<file path="config.mk">
export PLATFORM = sky130hd
export DESIGN_NAME = pio_port
export DESIGN_NICKNAME = d
export VERILOG_FILES = /design/src/rtl/pio_pkg.sv /design/src/rtl/pio_decode.sv /design/src/rtl/pio_regs.sv /design/src/rtl/pio_port.sv
export SDC_FILE = /design/constraint.sdc
export NUM_CORES = 1
export LEC_CHECK = 0
export ABC_CLOCK_PERIOD_IN_PS = 1160
export BUFFER_PORTS_ARGS = -buffer_cell sky130_fd_sc_hd__buf_2
export CAP_MARGIN = 20
export CORE_MARGIN = 5
export CORE_UTILIZATION = 29
export CTS_CLUSTER_SIZE = 8
export DETAILED_ROUTE_END_ITERATION = 7
export GPL_TIMING_DRIVEN = 0
export HOLD_SLACK_MARGIN = 0.08
export PLACE_DENSITY = 0.86
export SLEW_MARGIN = 10
export SYNTH_ARGS = -nofsm -noshare
export SYNTH_HDL_FRONTEND = slang
export SYNTH_SLANG_ARGS = --single-unit
</file>
<file path="constraint.sdc">
create_clock -name clk -period 1.16 [get_ports clk]
set_input_delay 0.058 -clock clk [delete_from_list [all_inputs] [get_ports clk]]
set_output_delay 0.058 -clock clk [all_outputs]
set_load 0.1 [all_outputs]
</file>
<file path="src/rtl/pio_pkg.sv">
package pio_pkg;

  // Strobes passed from the address decoder to the register datapath
  typedef struct packed {
    logic wrLoad;   // load the output register this edge
    logic rdDrive;  // drive the input pins onto the data bus
  } pio_strobe_t;

endpackage

</file>
<file path="src/rtl/pio_decode.sv">
module pio_decode
  import pio_pkg::*;
#(
  parameter int ADDR_W = 16,
  parameter logic [ADDR_W-1:0] BASE_ADDR = 16'h4C20
) (
  input  logic              clk,
  input  logic              rstN,
  input  logic              en,
  input  logic              rdStb,
  input  logic              wrStb,
  input  logic [ADDR_W-1:0] addr,
  output pio_strobe_t       stb
);

  localparam logic [ADDR_W-1:0] OUT_ADDR = BASE_ADDR;
  localparam logic [ADDR_W-1:0] IN_ADDR  = BASE_ADDR + ADDR_W'(1);

  logic [ADDR_W-1:0] outBitHit;
  logic [ADDR_W-1:0] inBitHit;
  logic              outHit;
  logic              inHit;

  // Per-bit comparators: every address bit takes part in the match
  for (genvar b = 0; b < ADDR_W; b++) begin : g_bitCmp
    assign outBitHit[b] = (addr[b] == OUT_ADDR[b]);
    assign inBitHit[b]  = (addr[b] == IN_ADDR[b]);
  end

  assign outHit = &outBitHit;
  assign inHit  = &inBitHit;

  always_comb begin
    stb.wrLoad  = en & wrStb & outHit;
    stb.rdDrive = en & rdStb & inHit;
  end

  // two distinct addresses can never both be selected
  assert_exclusive_R8: assert property (@(posedge clk) disable iff (!rstN)
    $onehot0({stb.wrLoad, stb.rdDrive}));

  // a disabled port raises no strobe
  assert_quiet_R6: assert property (@(posedge clk) disable iff (!rstN)
    !en |-> (stb == '0));

endmodule

</file>
<file path="src/rtl/pio_regs.sv">
module pio_regs
  import pio_pkg::*;
#(
  parameter int DATA_W = 8,
  parameter logic [DATA_W-1:0] RESET_VAL = '0
) (
  input  logic              clk,
  input  logic              rstN,
  input  pio_strobe_t       stb,
  input  logic [DATA_W-1:0] dataIn,
  input  logic [DATA_W-1:0] pinsIn,
  output logic [DATA_W-1:0] pinsOut,
  output logic [DATA_W-1:0] dataOut,
  output logic              dataOe
);

  logic [DATA_W-1:0] outReg;

  always_ff @(posedge clk or negedge rstN) begin
    if (!rstN)           outReg <= RESET_VAL;
    else if (stb.wrLoad) outReg <= dataIn;
  end

  assign pinsOut = outReg;

  // Input side: pure buffer, no storage
  always_comb begin
    dataOe  = stb.rdDrive;
    dataOut = stb.rdDrive ? pinsIn : '0;
  end

  // a selected write lands on the pins after the edge
  assert_load_R2: assert property (@(posedge clk) disable iff (!rstN)
    stb.wrLoad |=> (pinsOut == $past(dataIn)));

  // without a selected write the pins hold
  assert_hold_R3: assert property (@(posedge clk) disable iff (!rstN)
    !stb.wrLoad |=> $stable(pinsOut));

  // an idle port presents zero on its outbound byte
  assert_idle_R5: assert property (@(posedge clk) disable iff (!rstN)
    !dataOe |-> (dataOut == '0));

endmodule

</file>
<file path="src/rtl/pio_port.sv">
module pio_port
  import pio_pkg::*;
#(
  parameter int ADDR_W = 16,
  parameter int DATA_W = 8,
  parameter logic [ADDR_W-1:0] BASE_ADDR = 16'h4C20
) (
  input  logic              clk,
  input  logic              rstN,
  input  logic              en,
  input  logic              rdStb,
  input  logic              wrStb,
  input  logic [ADDR_W-1:0] addr,
  input  logic [DATA_W-1:0] dataIn,
  output logic [DATA_W-1:0] dataOut,
  output logic              dataOe,
  input  logic [DATA_W-1:0] pinsIn,
  output logic [DATA_W-1:0] pinsOut
);

  pio_strobe_t stb;

  pio_decode #(
    .ADDR_W   (ADDR_W),
    .BASE_ADDR(BASE_ADDR)
  ) uDecode (
    .clk  (clk),
    .rstN (rstN),
    .en   (en),
    .rdStb(rdStb),
    .wrStb(wrStb),
    .addr (addr),
    .stb  (stb)
  );

  pio_regs #(
    .DATA_W   (DATA_W),
    .RESET_VAL('0)
  ) uRegs (
    .clk    (clk),
    .rstN   (rstN),
    .stb    (stb),
    .dataIn (dataIn),
    .pinsIn (pinsIn),
    .pinsOut(pinsOut),
    .dataOut(dataOut),
    .dataOe (dataOe)
  );

  // whenever the port drives, it drives the live input pins
  assert_passthru_R4: assert property (@(posedge clk) disable iff (!rstN)
    dataOe |-> (dataOut == pinsIn));

endmodule

</file>
==> results.md <==
- Status: finished with violations
- Failing checks: setup timing
- Die ar.: 2279 sq um
- WS Path Type: input pin to primary output
- #FFs+latches synth: 8
- Sequential power share: 0.457
- Initial Util: 0.3134
- Sequential fraction of the synthesis area: 0.4848
- MaxCap Viol Count: 0
- Fmax: 0.7690 GHz
- Worst-path fanout max: 4
- Tmin final: 1300 ps
- # IOs: 54
- Relative slew margins: 0.6757
- Share of cells above drive strength 1: 0.7961
- VDD IR max: 0.5188 mV
- Setup slack, reg-to-reg: 400 ps
- CTS buffer count: 3
- Final setup viols: 17
- Worst path required time: 1100 ps
- Startpoint type of the worst setup path: input pin
- Pint: 480.7 uW
- Cell Rows: 13
- Mapped Area: 412.9 sq um
- Worst-skew pair later-pin latency: 250 ps
- Area contributors post-synth: dfrtp_1 48%, mux2_2 22%, and2_1 12%, nor3b_4 4.5%, nor4b_1 4.2%
- ANT nets after route: 0
- Longest Clk Path Bufs: 2
- GRT Util Overall: 0.1659
- CP peak stage delay: 290 ps
- Placer congestion estimate: 0.7681
- Most frequent CP cell: buf_6
- Switching power share of the total: 0.2133
- CTS tree: yes
- CTS H-tree lvls: 1
- Clk sinks: 8
- Starting DRT DRC Count: 6
- Clk root buf: clkbuf_4
- Vias per cell: 4.636
- PwrDens: 540.2 nW/um^2
- Congestion Overflow GR: 0
- Final Hold Violating Endpoints: 0
- Final WS setup: -140.4 ps
- Warnings, synthesis: 0
- Pwr Total: 611.0 uW
- Synthesis-to-layout area growth: 173.9%
- Worst min-delay path class: input pin to asynchronous set/reset pin
- Setup skew after layout: 0 ps
- WL/cell: 15.30 microns
- Post-synthesis cell count: 33
- DR vias: 547
- Hold WS: 188.8 ps
- Total wire length: 1.805 mm
- Final Max Slew Viols: 0
- Filler cells: 71
- Post-DP HPWL: 1.255 mm
- Synth unique cells: 10
- CP Capture Type: primary output
- Placeable Area: 1318 sq um
- Period utilization: 1.121
- Die Span Y: 47.74 microns
- Max reg flops: 8
- Post-Syn Nets: 70
- Vias in the first global route: 577
- RSZ-0062 raised after global routing: true
- Syn_area_per_cell: 12.51 sq um
- Chip width: 47.74 microns
- Antenna violations before repair: 0
- Synth top area share: 0.4848
- Finished Layout Cells: 118
- CP arrival: 1240 ps
- Switching pwr: 130.4 uW
- Tightest Pin Transition: 489.8 ps
- Layout Nets: 142
- Clock power share: 0.334
- Crit-path slowest cell: nor4b_4
- DRC Markers: 0
- Clock-pin slew on the worst setup and hold paths: 50 ps
- Cells along the critical path: buf_6 -> nor4b_4 -> nand4_1 -> buf_6 -> nor2_4 -> and2_4 -> buf_12
- Inserted Diodes: 0
- Largest net degree at the start of global routing: 9
- # port buffers: 53
- Comb pwr share: 0.209
- Leading area contributor after synthesis: dfrtp_1
- First-pass GRT wire length: 2.635 mm
- Initial DRT Pass Iterations: 4
- Pleak: 0.0005779 uW
- Post-layout util: 0.8585
- Placed cell count: 101
## worst paths after layout
path,from,to,depth (start not counted)
setup / recovery,addr[3],dataOut[5],7
hold reg to reg,uRegs.pinsOut[3],uRegs.pinsOut[3],1
setup reg to reg,uRegs.pinsOut[6],uRegs.pinsOut[6],1
min in group clk,addr[0],uRegs.pinsOut[6],4
hold / removal,rstN,uRegs.pinsOut[2],2
max in group asynchronous,rstN,uRegs.pinsOut[4],2
## cells by family after synthesis
family / share of synthesized area
and+or+nand+nor: 0.2970
muxes: 0.2182
DFF: 0.4848
## routing by layer
layer  GRT usage  up-vias  routed length, microns
li1            -      263                       -
met2      0.3087       22                    1064
met4     0.04839        0                       0
met5           0        -                       0
met1      0.2014      262                     657
met3     0.01128        0                      83
## power groups by stage
stage / clock network, uW / registers [uW] / logic, uW
after floorplan: 0 / 285 / 14.0
after global placement: 0 / 284 / 86.3
after detailed placement: 0 / 284 / 90.0
after CTS: 211 / 279 / 122
after global routing: 238 / 279 / 138
final: 204 / 280 / 128
## worst max-delay path: cells and delay by family
family	cells	cell delay (ps)
buf+inv	3	420
simple gates	4	760
## stage by stage
step                worst slack [ps]  TNS [ps]  instance area [sq um]
detailed placement            -541.2     -7178                  799.5
finish                        -140.4     -1431                   1131
global route                  -181.3     -2179                   1131
global placement              -519.7     -6792                  799.5
floorplan                     -435.4     -5642                  515.5
CTS                           -115.2     -1114                   1102
## cells in the final DEF, fill, tap and decap left out, types with 2 or more instances in the layout
cell	count
and2_4	8
buf_12	9
buf_2	39
buf_6	8
clkbuf_4	3
dfrtp_1	8
dlygate4sd3_1	9
mux2_4	8
nand4_1	2
nor2_4	2
nor4b_4	2
## cells in the mapped netlist
library cell and count:
mux2_2 8, nor4_1 1, nand4_1 2, and2_1 8, nand2_1 1, and4b_1 1, nor3b_4 1, nor2_1 1
dfrtp_1 8, nor4b_1 2
## area by class of cell
| type | count | area, sq um | share of cell area |
|---|---|---|---|
| multi-input combinational | 26 | 326.6 | 0.2887 |
| clock buffer | 3 | 22.52 | 0.01991 |
| sequential | 8 | 200.2 | 0.1770 |
| timing repair buffer | 66 | 563.0 | 0.4978 |
| tap | 15 | 18.77 | 0.01659 |
## repair_timing
action | 4_1_cts | 5_1_grt
endpoints found under the hold margin | 16 | 0
hold buffers | 9 | 0
buffers inserted | 3 | 1
pin swaps | 10 | 8
resized for setup | 41 | 4
gates cloned | 1 | 0
setup endpoints to repair | 17 | 17
Power figures use the tool's default switching activity.
